File: config.mk
export PLATFORM = sky130hd
export DESIGN_NAME = wr_order_mon
export DESIGN_NICKNAME = d
export VERILOG_FILES = /design/src/rtl/wom_pkg.sv /design/src/rtl/wom_table.sv /design/src/rtl/wom_eval.sv /design/src/rtl/wom_err.sv /design/src/rtl/wr_order_mon.sv
export SDC_FILE = /design/constraint.sdc
export NUM_CORES = 1
export LEC_CHECK = 0
export BUFFER_PORTS_ARGS = -buffer_cell sky130_fd_sc_hd__buf_2
export CORE_AREA = 2 2 127 129
export CTS_CLUSTER_DIAMETER = 30
export CTS_CLUSTER_SIZE = 8
export DETAILED_ROUTE_END_ITERATION = 7
export DIE_AREA = 0 0 129 131
export PLACE_DENSITY = 0.74
export SLEW_MARGIN = 20
export SYNTH_ARGS = -nofsm -noshare
export SYNTH_HDL_FRONTEND = slang
export SYNTH_SLANG_ARGS = --single-unit
File: constraint.sdc
create_clock -name clk -period 9 [get_ports clk]
set_clock_uncertainty 0.05 [all_clocks]
set_input_delay 2.7 -clock clk [delete_from_list [all_inputs] [get_ports clk]]
set_output_delay 2.7 -clock clk [all_outputs]
set_load 0.02 [all_outputs]
File: src/rtl/wom_pkg.sv
package wom_pkg;

    localparam int CODE_W = 3;

    typedef enum logic [CODE_W-1:0] {
        ERR_NONE    = 3'd0,
        ERR_ORDER   = 3'd1,
        ERR_UNKNOWN = 3'd2,
        ERR_LENGTH  = 3'd3,
        ERR_ILV     = 3'd4,
        ERR_OVFL    = 3'd5
    } err_code_e;

endpackage

File: src/rtl/wom_table.sv
module wom_table #(
    parameter int ID_W  = 4,
    parameter int LEN_W = 4,
    parameter int DEPTH = 8,
    localparam int IDX_W = (DEPTH > 1) ? $clog2(DEPTH) : 1,
    localparam int CNT_W = LEN_W + 1
) (
    input  logic                             clk,
    input  logic                             rst_n,
    input  logic                             aw_fire,
    input  logic [ID_W-1:0]                  aw_id,
    input  logic [LEN_W-1:0]                 aw_len,
    input  logic                             upd_en,
    input  logic [IDX_W-1:0]                 upd_idx,
    input  logic                             upd_retire,
    output logic [DEPTH-1:0]                 v_vld,
    output logic [DEPTH-1:0][ID_W-1:0]       v_id,
    output logic [DEPTH-1:0][LEN_W-1:0]      v_len,
    output logic [DEPTH-1:0][CNT_W-1:0]      v_cnt,
    output logic [DEPTH-1:0]                 v_start,
    output logic                             ovfl
);

    typedef struct packed {
        logic [DEPTH-1:0]            vld;
        logic [DEPTH-1:0][ID_W-1:0]  id;
        logic [DEPTH-1:0][LEN_W-1:0] len;
        logic [DEPTH-1:0][CNT_W-1:0] cnt;
        logic [DEPTH-1:0]            start;
    } tbl_t;

    tbl_t tbl_q, tbl_d, view, shf;
    logic placed;

    // Address first: append the incoming entry, then apply the beat update.
    always_comb begin
        view   = tbl_q;
        ovfl   = 1'b0;
        placed = 1'b0;
        if (aw_fire) begin
            if (tbl_q.vld[DEPTH-1]) begin
                ovfl = 1'b1;
            end else begin
                for (int i = 0; i < DEPTH; i++) begin
                    if (!placed && !view.vld[i]) begin
                        placed        = 1'b1;
                        view.vld[i]   = 1'b1;
                        view.id[i]    = aw_id;
                        view.len[i]   = aw_len;
                        view.cnt[i]   = '0;
                        view.start[i] = 1'b0;
                    end
                end
            end
        end

        tbl_d = view;
        if (upd_en) begin
            tbl_d.start[upd_idx] = 1'b1;
            tbl_d.cnt[upd_idx]   = tbl_d.cnt[upd_idx] + CNT_W'(1);
            if (upd_retire) begin
                shf = tbl_d;
                for (int i = 0; i < DEPTH - 1; i++) begin
                    if (i >= int'(upd_idx)) begin
                        tbl_d.vld[i]   = shf.vld[i+1];
                        tbl_d.id[i]    = shf.id[i+1];
                        tbl_d.len[i]   = shf.len[i+1];
                        tbl_d.cnt[i]   = shf.cnt[i+1];
                        tbl_d.start[i] = shf.start[i+1];
                    end
                end
                tbl_d.vld[DEPTH-1]   = 1'b0;
                tbl_d.id[DEPTH-1]    = '0;
                tbl_d.len[DEPTH-1]   = '0;
                tbl_d.cnt[DEPTH-1]   = '0;
                tbl_d.start[DEPTH-1] = 1'b0;
            end else begin
                shf = tbl_d;
            end
        end else begin
            shf = tbl_d;
        end
    end

    always_ff @(posedge clk) begin
        if (!rst_n) tbl_q <= '0;
        else        tbl_q <= tbl_d;
    end

    assign v_vld   = view.vld;
    assign v_id    = view.id;
    assign v_len   = view.len;
    assign v_cnt   = view.cnt;
    assign v_start = view.start;

    // live entries always form a packed prefix in arrival order
    a_r12_packed_prefix: assert property (@(posedge clk) disable iff (!rst_n)
        ((tbl_q.vld + DEPTH'(1)) & tbl_q.vld) == '0);

    // a refused address never frees the last slot on its own
    a_r7_full_stays_full: assert property (@(posedge clk) disable iff (!rst_n)
        (aw_fire && tbl_q.vld[DEPTH-1] && !(upd_en && upd_retire)) |=> tbl_q.vld[DEPTH-1]);

    for (genvar g = 0; g < DEPTH; g++) begin : g_cnt_chk
        // an entry never holds more beats than its length field
        a_r5_cnt_in_range: assert property (@(posedge clk) disable iff (!rst_n)
            tbl_q.vld[g] |-> (tbl_q.cnt[g] <= CNT_W'(tbl_q.len[g])));
    end

endmodule

File: src/rtl/wom_eval.sv
module wom_eval
    import wom_pkg::*;
#(
    parameter int ID_W       = 4,
    parameter int LEN_W      = 4,
    parameter int DEPTH      = 8,
    parameter bit INTERLEAVE = 1'b1,
    localparam int IDX_W = (DEPTH > 1) ? $clog2(DEPTH) : 1,
    localparam int CNT_W = LEN_W + 1
) (
    input  logic [DEPTH-1:0]            v_vld,
    input  logic [DEPTH-1:0][ID_W-1:0]  v_id,
    input  logic [DEPTH-1:0][LEN_W-1:0] v_len,
    input  logic [DEPTH-1:0][CNT_W-1:0] v_cnt,
    input  logic [DEPTH-1:0]            v_start,
    input  logic                        w_fire,
    input  logic [ID_W-1:0]             w_id,
    input  logic                        w_last,
    output logic                        upd_en,
    output logic [IDX_W-1:0]            upd_idx,
    output logic                        upd_retire,
    output err_code_e                   code
);

    logic             s_hit, u_hit, f_hit, hit;
    logic [IDX_W-1:0] s_idx, u_idx, f_idx;
    logic [CNT_W-1:0] beat_no, beat_end;
    logic             at_end;
    int               n_start;

    always_comb begin
        s_hit   = 1'b0;
        u_hit   = 1'b0;
        f_hit   = 1'b0;
        s_idx   = '0;
        u_idx   = '0;
        f_idx   = '0;
        n_start = 0;
        for (int i = 0; i < DEPTH; i++) begin
            if (v_vld[i] && v_start[i]) n_start = n_start + 1;
            if (!s_hit && v_vld[i] && v_start[i] && v_id[i] == w_id) begin
                s_hit = 1'b1;
                s_idx = IDX_W'(i);
            end
            if (!u_hit && v_vld[i] && !v_start[i] && v_id[i] == w_id) begin
                u_hit = 1'b1;
                u_idx = IDX_W'(i);
            end
            if (!f_hit && v_vld[i] && !v_start[i]) begin
                f_hit = 1'b1;
                f_idx = IDX_W'(i);
            end
        end

        hit      = s_hit || u_hit;
        upd_idx  = s_hit ? s_idx : u_idx;
        beat_no  = v_cnt[upd_idx] + CNT_W'(1);
        beat_end = CNT_W'(v_len[upd_idx]) + CNT_W'(1);
        at_end   = (beat_no == beat_end);

        upd_en     = w_fire && hit;
        upd_retire = w_last || at_end;

        if (!w_fire)
            code = ERR_NONE;
        else if (!hit)
            code = ERR_UNKNOWN;
        else if (!s_hit && (u_idx != f_idx))
            code = ERR_ORDER;
        else if (!INTERLEAVE && (n_start - (s_hit ? 1 : 0)) != 0)
            code = ERR_ILV;
        else if (w_last != at_end)
            code = ERR_LENGTH;
        else
            code = ERR_NONE;
    end

endmodule

File: src/rtl/wom_err.sv
module wom_err
    import wom_pkg::*;
(
    input  logic              clk,
    input  logic              rst_n,
    input  err_code_e         beat_code,
    input  logic              ovfl,
    output logic              err_pulse,
    output logic [CODE_W-1:0] err_code,
    output logic              err_sticky
);

    typedef struct packed {
        logic      pulse;
        err_code_e code;
        logic      sticky;
    } rep_t;

    rep_t rep_q, rep_d;

    always_comb begin
        rep_d = rep_q;
        if (beat_code != ERR_NONE) rep_d.code = beat_code;
        else if (ovfl)             rep_d.code = ERR_OVFL;
        else                       rep_d.code = ERR_NONE;
        rep_d.pulse  = (rep_d.code != ERR_NONE);
        rep_d.sticky = rep_q.sticky || rep_d.pulse;
    end

    always_ff @(posedge clk) begin
        if (!rst_n) rep_q <= '{pulse: 1'b0, code: ERR_NONE, sticky: 1'b0};
        else        rep_q <= rep_d;
    end

    assign err_pulse  = rep_q.pulse;
    assign err_code   = rep_q.code;
    assign err_sticky = rep_q.sticky;

    // the sticky flag never drops without reset
    a_r11_sticky_holds: assert property (@(posedge clk) disable iff (!rst_n)
        err_sticky |=> err_sticky);

    // every pulse is already reflected in the sticky flag
    a_r11_pulse_marks_sticky: assert property (@(posedge clk) disable iff (!rst_n)
        err_pulse |-> err_sticky);

endmodule

File: src/rtl/wr_order_mon.sv
module wr_order_mon
    import wom_pkg::*;
#(
    parameter int ID_W       = 4,
    parameter int LEN_W      = 4,
    parameter int DEPTH      = 8,
    parameter bit INTERLEAVE = 1'b1,
    localparam int IDX_W = (DEPTH > 1) ? $clog2(DEPTH) : 1,
    localparam int CNT_W = LEN_W + 1
) (
    input  logic              clk,
    input  logic              rst_n,
    input  logic              aw_valid,
    input  logic              aw_ready,
    input  logic [ID_W-1:0]   aw_id,
    input  logic [LEN_W-1:0]  aw_len,
    input  logic              w_valid,
    input  logic              w_ready,
    input  logic [ID_W-1:0]   w_id,
    input  logic              w_last,
    output logic              err_pulse,
    output logic [CODE_W-1:0] err_code,
    output logic              err_sticky
);

    logic                        aw_fire, w_fire;
    logic [DEPTH-1:0]            v_vld, v_start;
    logic [DEPTH-1:0][ID_W-1:0]  v_id;
    logic [DEPTH-1:0][LEN_W-1:0] v_len;
    logic [DEPTH-1:0][CNT_W-1:0] v_cnt;
    logic                        upd_en, upd_retire, ovfl;
    logic [IDX_W-1:0]            upd_idx;
    err_code_e                   beat_code;

    assign aw_fire = aw_valid && aw_ready;
    assign w_fire  = w_valid && w_ready;

    wom_table #(.ID_W(ID_W), .LEN_W(LEN_W), .DEPTH(DEPTH)) table_i (
        .clk(clk), .rst_n(rst_n),
        .aw_fire(aw_fire), .aw_id(aw_id), .aw_len(aw_len),
        .upd_en(upd_en), .upd_idx(upd_idx), .upd_retire(upd_retire),
        .v_vld(v_vld), .v_id(v_id), .v_len(v_len), .v_cnt(v_cnt),
        .v_start(v_start), .ovfl(ovfl)
    );

    wom_eval #(.ID_W(ID_W), .LEN_W(LEN_W), .DEPTH(DEPTH), .INTERLEAVE(INTERLEAVE)) eval_i (
        .v_vld(v_vld), .v_id(v_id), .v_len(v_len), .v_cnt(v_cnt), .v_start(v_start),
        .w_fire(w_fire), .w_id(w_id), .w_last(w_last),
        .upd_en(upd_en), .upd_idx(upd_idx), .upd_retire(upd_retire),
        .code(beat_code)
    );

    wom_err err_i (
        .clk(clk), .rst_n(rst_n),
        .beat_code(beat_code), .ovfl(ovfl),
        .err_pulse(err_pulse), .err_code(err_code), .err_sticky(err_sticky)
    );

    // a cycle with no handshake on either channel is followed by no pulse
    a_r8_idle_quiet: assert property (@(posedge clk) disable iff (!rst_n)
        (!aw_fire && !w_fire) |=> !err_pulse);

endmodule

==> results of run 1 <==
==> how the worst max path moves through the flow <==
| stage | endpoint | slack (ns) | startpoint |
|---|---|---|---|
| floorplan | table_i.tbl_q[56]$_SDFF_PN0_ | 0.19 | aw_valid |
| global placement | table_i.tbl_q[94]$_SDFF_PN0_ | 0.11 | aw_valid |
| detailed placement | table_i.tbl_q[90]$_SDFF_PN0_ | -0.13 | aw_valid |
| CTS | table_i.tbl_q[90]$_SDFF_PN0_ | 0.25 | aw_valid |
| global route | table_i.tbl_q[94]$_SDFF_PN0_ | 0.04 | aw_valid |
| finish | table_i.tbl_q[90]$_SDFF_PN0_ | 0.34 | aw_valid |
==> where the power goes <==
| part | switching, mW | leakage [nW] | total [mW] | internal, mW |
|---|---|---|---|---|
| clock network | 0.287 | 0.300 | 0.735 | 0.449 |
| logic | 0.106 | 2.68 | 0.167 | 0.0613 |
| registers | 0.00731 | 1.01 | 0.570 | 0.563 |
==> cells in the mapped netlist, types with 3 or more instances <==
library cell,number
sky130_fd_sc_hd__o22ai_1,27
sky130_fd_sc_hd__o21a_1,4
sky130_fd_sc_hd__buf_2,16
sky130_fd_sc_hd__a22oi_1,5
sky130_fd_sc_hd__xnor2_1,20
sky130_fd_sc_hd__nand4_1,8
sky130_fd_sc_hd__nor3_1,61
sky130_fd_sc_hd__mux2_2,13
sky130_fd_sc_hd__nand2b_1,14
sky130_fd_sc_hd__a31oi_1,14
sky130_fd_sc_hd__a21boi_0,4
sky130_fd_sc_hd__a21oi_1,86
sky130_fd_sc_hd__o211ai_1,11
sky130_fd_sc_hd__nor4_1,13
sky130_fd_sc_hd__a2111oi_0,9
sky130_fd_sc_hd__ha_1,3
sky130_fd_sc_hd__a311oi_1,4
sky130_fd_sc_hd__dfxtp_1,125
sky130_fd_sc_hd__nor2_1,157
sky130_fd_sc_hd__nor2b_1,13
sky130_fd_sc_hd__o21ai_0,26
sky130_fd_sc_hd__or2_2,3
sky130_fd_sc_hd__o2111ai_1,5
sky130_fd_sc_hd__a211o_1,3
sky130_fd_sc_hd__o311ai_0,14
sky130_fd_sc_hd__o21ai_1,4
sky130_fd_sc_hd__a22o_1,7
sky130_fd_sc_hd__and3_1,32
sky130_fd_sc_hd__inv_1,24
sky130_fd_sc_hd__or4_1,3
sky130_fd_sc_hd__a211oi_1,18
sky130_fd_sc_hd__xor2_1,16
sky130_fd_sc_hd__nand2_1,159
sky130_fd_sc_hd__mux2i_1,42
sky130_fd_sc_hd__o221ai_1,3
sky130_fd_sc_hd__nand3_1,25
sky130_fd_sc_hd__and2_1,4
sky130_fd_sc_hd__or3_1,14
sky130_fd_sc_hd__buf_6,3
sky130_fd_sc_hd__clkbuf_1,64
sky130_fd_sc_hd__buf_1,3
sky130_fd_sc_hd__a221oi_1,3
sky130_fd_sc_hd__o31ai_1,6
==> cell usage in the layout, fill, tap and decap left out, drive strengths merged, types with 5 or more instances in the layout <==
master	n
nand2	160
o22ai	27
or3	15
o311ai	15
o211ai	12
xor2	17
a21boi	6
nand3	25
buf	101
nand4	8
and3	32
a21oi	86
o21ai	32
nor3	62
inv	29
mux2	15
a22oi	5
dfxtp	125
nor4	14
xnor2	21
mux2i	42
nor2	157
a211oi	18
a22o	7
clkbuf	18
nor2b	13
a31oi	14
o2111ai	5
nand2b	14
a2111oi	9
o31ai	9
==> layout make-up <==
cell class,count,area share (%)
sequential,125,25.8
inverter,24,0.929
clock buffer,18,4.53
timing repair buffer,101,7.36
clock inverter,14,1.88
multi-input combinational,909,56.7
tap,216,2.79
==> cells by family (layout without fill, tap and decap cells) <==
logic type	after synthesis	in the layout
and+or+nand+nor	523	523
AOI/OAI and AO/OA	287	287
DFF	125	125
buffers and inverters	112	157
muxes	58	58
xor gates and xnor gates	38	38
adders and majority gates	3	3
==> critical path: cells and delay by family <==
family | cells | cell delay (ns)
AND/OR/NAND/NOR | 10 | 2.18
AO/OA/AOI/OAI | 6 | 1.55
buffers and inverters | 5 | 0.90
multiplexers | 2 | 0.86
adder cells (fa/ha/maj) | 2 | 0.46
XOR/XNOR | 1 | 0.22
==> sequential cells by signal (all words and copies together) (netlist names) <==
name / flops
err_i.err_code: 3
table_i.tbl_q: 120
err_i.err_pulse: 1
err_i.err_sticky: 1
==> metal layers <==
metal	up-vias	wire length, um
met4	0	813
met1	4258	12100
li1	4213	-
met2	507	13100
met5	-	0
met3	74	3220
==> through the flow <==
stage	hold slack [ns]	utilization (%)	instances
2_1_floorplan	0.394	-	1146
3_3_place_gp	0.382	58.0	1375
3_5_place_dp	0.392	58.0	1375
4_1_cts	0.405	62.0	1407
5_1_grt	0.425	62.1	1407
6_report	0.402	62.1	1407
==> impl_metrics.py, run 1 <==
metrics = {
    "run_status": {
        "run_status": "completed",
    },
    "die": {
        "ioPinCount": 24,
        "row_count": 46,
        "die_w_um": 129,
        "die_height_um": 131,
        "placeableCoreArea_um2": 15600,
        "die_area_um2": 16900,
        "start_util_pct": 54.0,
    },
    "layout": {
        "post-route-cell-area_um2": 9690,
        "fill_cells": 1402,
        "footprint_of_the_multi_input_gates_um2": 5500,
        "areaGrowthSynthToFinish_pct": 15.0,
        "layout.area.seq_um2": 2500,
        "antenna_cells_inserted": 0,
        "nets": 1200,
        "layout-drive-gt1-share_pct": 15.2,
    },
    "sta": {
        "post-route-worst-setup-slack_ns": 0.339,
        "finalCritPeriodShare_pct": 96.2,
        "final_period_minus_worst_setup_slack_ns": 8.66,
        "setup_viol": 0,
        "max_slew_violation_total_from_the_final_report": 0,
        "timing_hold_violations_final": 0,
        "slew_headroom_pct": 41.7,
        "rsz0062_at_grt": "no",
        "tns_ns": 0,
        "worstMarginPinSlew_ns": 0.869,
        "timing.fmax_mhz": 115,
    },
    "logic_synthesis": {
        "ys_ff_latch": 125,
        "largest_family_of_logic_cells_by_synthesized_area": "simple AND/OR/NAND/NOR gates",
        "post_synth_mux_area_share_pct": 7.31,
        "asyncSetResetFlopFracSynth_pct": 0,
        "yosys-top-cells-area": "sky130_fd_sc_hd__dfxtp_1 30%, sky130_fd_sc_hd__nand2_1 7.1%, sky130_fd_sc_hd__nor2_1 7.0%",
        "simple_logic_cell_fraction_of_the_synthesized_area_pct": 29.3,
        "post_syn_instances": 1146,
        "netlist.area_leader.share_pct": 29.7,
        "syn_area_per_cell_um2": 7.35,
        "number_of_flops_mapped_to_enable_cells_by_yosys": 0,
        "post_synth_fa_ha_maj_area_fraction_pct": 0.445,
        "synth_top_cell_by_area": "sky130_fd_sc_hd__dfxtp_1",
        "count_of_synthesis_stage_warnings_from_yosys": 0,
        "synth_flop_cell": "sky130_fd_sc_hd__dfxtp_1",
        "synthDistinctLibCells": 88,
        "synth-compound-area-share_pct": 23.4,
        "synth_fp_nets": 1168,
        "synth_area_um2": 8430,
        "yosysSeqAreaShare_pct": 29.7,
        "synth_xor_xnor_area_share_pct": 4.26,
    },
    "global_routing": {
        "grt_busiest_layer": "met2",
        "number_of_global_route_vias_before_repair": 8356,
        "grt_usage_pct": 35.5,
        "use_met1_pct": 47.5,
        "pin_count_of_the_biggest_net_entering_global_routing": 52,
        "grt_overflow_total": 0,
        "groute.layer.met3.usage_pct": 9.89,
        "antenna_found_initial": 0,
        "grt_pass1_wl_um": 46200,
        "grtUsageMet2_pct": 55.2,
    },
    "hold_path": {
        "min-delay-start": "err_i.err_sticky$_SDFF_PN0_",
        "worst_hold_class": "reg2reg",
        "worstHoldPathCells": 1,
        "holdPathEnd": "err_i.err_sticky$_SDFF_PN0_",
    },
    "clock_network": {
        "clock_path_buffers": 2,
        "worst_setup_hold_path_clk_slew_ns": 0.06,
        "cts_inserted_buffers": 17,
        "clk-insertion-delay-late_ns": 0.44,
        "root_buffer": "sky130_fd_sc_hd__clkbuf_16",
        "cts.sinks": 125,
        "count_of_instances_resized_after_the_clock_tree_is_built": 0,
        "tritoncts": "yes",
        "cts.hold.buffers_added": 0,
        "setup_repair_bufs_after_cts": 0,
        "clock_tree.htree_level_count": 4,
    },
    "place": {
        "rd_place_congestion": 1.01,
        "placement.setup.worst_slack_ns": -0.125,
        "port_buffers": 23,
        "dp_hpwl_um": 21100,
        "dpl_cell_area_um2": 9050,
    },
    "worst_setup_path": {
        "worstPathArrival_ns": 8.88,
        "startpoint_type": "input pin",
        "critical_r2r_capture": "table_i.tbl_q[90]$_SDFF_PN0_",
        "worstRegToRegCells": 24,
        "timing.setup.critical_path_class": "in2reg",
        "critical_path_required_ns": 9.22,
        "worst-path-max-fanout": 17,
        "end_kind": "flip-flop",
        "cpPeakStageDelay_ns": 0.52,
        "critical_path.reg2reg.startpoint": "table_i.tbl_q[114]$_SDFF_PN0_",
        "ff2ff_setup_slack_ns": 2.08,
        "critical_path_slowest_stage_cell": "sky130_fd_sc_hd__or4_1",
    },
    "run": {
        "maxCapViolCount": 0,
    },
    "route": {
        "wire_per_inst_um": 20.8,
        "drt_iter0_drc": 1278,
        "post-route-drc-count": 0,
        "detail_route.vias_per_cell": 6.43,
        "drtAntennaViolNets": 0,
        "num_vias": 9052,
        "dr.pass1.iters": 5,
        "postRouteWirelength_um": 29200,
    },
    "power": {
        "power_mw": 1.47,
        "irDropWorstVdd_uv": 136,
        "power_density_cells_nw_per_um2": 152,
        "power.leakage_nw": 3.99,
    },
}
(Power assumes the default switching activity.)
==> run 2, diff against run 1 <==
Settings changed: CORE_AREA 2 2 127 129 to 2 2 131 133, DIE_AREA 0 0 129 131 to 0 0 133 135, SKIP_CTS_REPAIR_TIMING set to 1, SYNTH_HIERARCHICAL set to 1.
==> run 2 against run 1 <==
Die area grew 6.2%. First-iteration DRC count shrank 10%. Utilization grew 0.40 points. Sequential share of layout area shrank 1.4 points. Synthesized area grew 6.5%. Via count grew 0.70%. Clock-buffer cell count grew 1. Routed wire length grew 4.3%. Final area grew 5.9%. Clock power shrank 5.7%.
==> impl_metrics.py, run 2 <==
metrics = {
    "sta": {
        "worstMarginPinSlew_ns": 0.845,
        "slew_headroom_pct": 43.1,
        "timing_hold_violations_final": 0,
        "tns_ns": 0,
        "max_slew_violation_total_from_the_final_report": 0,
        "final_period_minus_worst_setup_slack_ns": 8.65,
        "whs_ns": 0.419,
        "finalCritPeriodShare_pct": 96.1,
        "timing.fmax_mhz": 116,
        "rsz0062_at_grt": "no",
        "setup_viol": 0,
    },
    "die": {
        "die_height_um": 135,
        "row_count": 47,
        "ioPinCount": 24,
        "placeableCoreArea_um2": 16400,
        "start_util_pct": 54.7,
        "die_w_um": 133,
        "die_area_um2": 18000,
    },
    "logic_synthesis": {
        "synth_fp_nets": 1174,
        "count_of_synthesis_stage_warnings_from_yosys": 6,
        "synthDistinctLibCells": 96,
        "synth_top_cell_by_area": "sky130_fd_sc_hd__dfxtp_1",
        "yosysSeqAreaShare_pct": 27.9,
        "synth_flop_cell": "sky130_fd_sc_hd__dfxtp_1",
        "number_of_flops_mapped_to_enable_cells_by_yosys": 0,
        "netlist.area_leader.share_pct": 27.9,
        "post_syn_instances": 1152,
        "most_instantiated_library_cell_after_synthesis": "sky130_fd_sc_hd__nand2_1",
        "synth_area_um2": 8980,
        "synth_top_cells_by_count": "168 x sky130_fd_sc_hd__nand2_1, 125 x sky130_fd_sc_hd__dfxtp_1, 95 x sky130_fd_sc_hd__nor2_1",
        "syn_area_per_cell_um2": 7.79,
        "asyncSetResetFlopFracSynth_pct": 0,
        "yosys-top-cells-area": "sky130_fd_sc_hd__dfxtp_1 28%, sky130_fd_sc_hd__nand2_1 7.0%, sky130_fd_sc_hd__mux2i_1 5.8%",
        "ys_ff_latch": 125,
    },
    "layout": {
        "areaGrowthSynthToFinish_pct": 14.3,
        "top_register": "table_i/tbl_q",
        "largest_register_ff_count": 120,
        "layout-drive-gt1-share_pct": 17.8,
        "layout.cells.most_common": "sky130_fd_sc_hd__nand2_1",
        "most-common-layout-cells": "168 x sky130_fd_sc_hd__nand2_1, 125 x sky130_fd_sc_hd__dfxtp_1, 95 x sky130_fd_sc_hd__nor2_1",
        "nets": 1218,
        "antenna_cells_inserted": 0,
    },
    "place": {
        "rd_place_congestion": 0.992,
        "dp_hpwl_um": 22400,
        "port_buffers": 23,
    },
    "global_routing": {
        "pin_count_of_the_biggest_net_entering_global_routing": 68,
        "number_of_global_route_vias_before_repair": 8505,
        "grt_overflow_total": 0,
        "grt_usage_pct": 34.2,
        "grt_pass1_wl_um": 47400,
        "antenna_found_initial": 0,
    },
    "worst_setup_path": {
        "critical_path_slowest_stage_cell": "sky130_fd_sc_hd__mux2_2",
        "worstPathArrival_ns": 8.93,
        "worst-path-max-fanout": 24,
        "timing.setup.critical_path_class": "in2reg",
        "end_kind": "flip-flop",
        "critPathMostFrequentCell": "sky130_fd_sc_hd__buf_4",
        "critical_path_required_ns": 9.28,
        "startpoint_type": "input pin",
        "cpPeakStageDelay_ns": 0.45,
    },
    "clock_network": {
        "tritoncts": "yes",
        "worst_setup_hold_path_clk_slew_ns": 0.06,
        "clock_path_buffers": 2,
        "root_buffer": "sky130_fd_sc_hd__clkbuf_16",
        "clock_tree.htree_level_count": 4,
        "cts_inserted_buffers": 17,
        "cts.sinks": 125,
        "clk-insertion-delay-late_ns": 0.43,
    },
    "route": {
        "dr.pass1.iters": 6,
        "num_vias": 9115,
        "wire_per_inst_um": 21.3,
        "postRouteWirelength_um": 30500,
        "drtAntennaViolNets": 0,
        "drt_iter0_drc": 1148,
        "post-route-drc-count": 0,
        "detail_route.vias_per_cell": 6.38,
    },
    "hold_path": {
        "worst_hold_class": "reg2reg",
    },
    "power": {
        "power_density_cells_nw_per_um2": 137,
        "irDropWorstVdd_uv": 126,
        "power.leakage_nw": 5.29,
        "power.share.switching_pct": 26.8,
        "share_seq_of_total_power_pct": 40.1,
        "p_switching_uw": 377,
        "power.share.combinational_pct": 10.7,
        "p_clk_share_pct": 49.2,
        "cell_internal_pwr_mw": 1.03,
        "power_mw": 1.41,
    },
    "run_status": {
        "run_status": "completed",
    },
    "run": {
        "maxCapViolCount": 0,
    },
}
-- run 2: cell types whose count changed after synthesis, moves of 15 or more --
cell / delta
sky130_fd_sc_hd__o211a_1: +18
sky130_fd_sc_hd__xor2_1: +20
sky130_fd_sc_hd__and2_1: +34
sky130_fd_sc_hd__a21oi_1: -39
sky130_fd_sc_hd__nor2_1: -62
sky130_fd_sc_hd__inv_1: +64
sky130_fd_sc_hd__clkbuf_1: -18
sky130_fd_sc_hd__xnor2_1: -16
sky130_fd_sc_hd__o22ai_1: -15
sky130_fd_sc_hd__nor3_1: -54
-- run 2: kinds of logic (layout without fill, tap and decap cells) --
group           count (synthesis)  in the layout  synth area share, %
compound gates                286            286                 24.8
xor+xnor                       44             44                 4.70
fa+ha+maj                       3              3                0.418
buf+inv                       168            225                 7.92
flops                         125            125                 27.9
mux                            74             74                 8.85
other cells                     1              1               0.0418
simple gates                  451            451                 25.4
-- run 2: final timing paths --
path / depth (start not counted) / slack [ns] / endpoint / start
max: 31 / 0.35 / table_i/tbl_q[20]$_SDFF_PN0_ / aw_valid
min: 1 / 0.42 / err_i/err_sticky$_SDFF_PN0_ / err_i/err_sticky$_SDFF_PN0_
max reg2reg: 28 / 2.32 / table_i/tbl_q[20]$_SDFF_PN0_ / table_i/tbl_q[114]$_SDFF_PN0_
min reg2reg: 1 / 0.42 / err_i/err_sticky$_SDFF_PN0_ / err_i/err_sticky$_SDFF_PN0_
-- run 2: layer usage --
metal  routed length, um  vias up  GRT usage [%]
met4                1550        0           18.0
met5                   0        -              0
li1                    -     4189              -
met2               14000      463           55.7
met3                2430      111           5.03
met1               12500     4352           44.1
-- run 2: power groups by stage --
| stage | Sequential (mW) | Clock (mW) | Combinational, mW |
|---|---|---|---|
| floorplan | 0.577 | 0 | 0.0966 |
| global placement | 0.577 | 0 | 0.144 |
| detailed placement | 0.577 | 0 | 0.146 |
| CTS | 0.565 | 0.694 | 0.147 |
| global route | 0.565 | 0.718 | 0.162 |
| finish | 0.565 | 0.693 | 0.151 |
-- run 2: final cells by class --
| class | instances | area, um^2 |
|---|---|---|
| clock buffer | 19 | 443 |
| clock inverter | 13 | 140 |
| fill | 1457 | 6140 |
| inverter | 94 | 353 |
| multi-input combinational | 859 | 5810 |
| sequential | 125 | 2500 |
| tap | 220 | 275 |
| timing repair buffer | 99 | 736 |
-- run 2: per-stage QoR --
| step | area [um^2] | utilization [%] | std cells | setup slack [ns] |
|---|---|---|---|---|
| after global routing | 10300 | 62.5 | 1429 | 0.00808 |
| after global placement | 9620 | 58.6 | 1395 | -0.0372 |
| after detailed placement | 9620 | 58.6 | 1395 | -0.0281 |
| after CTS | 10200 | 62.2 | 1427 | 0.385 |
| after floorplan | 8980 | - | 1152 | 0.240 |
| final | 10300 | 62.5 | 1429 | 0.349 |
-- run 2: critical path, delay by kind of cell --
kind | cells | cell delay (ns)
AO/OA/AOI/OAI | 9 | 1.93
XOR/XNOR | 2 | 0.46
adder cells (fa/ha/maj) | 2 | 0.42
buffers and inverters | 7 | 0.96
multiplexers | 1 | 0.45
AND/OR/NAND/NOR | 10 | 2.00
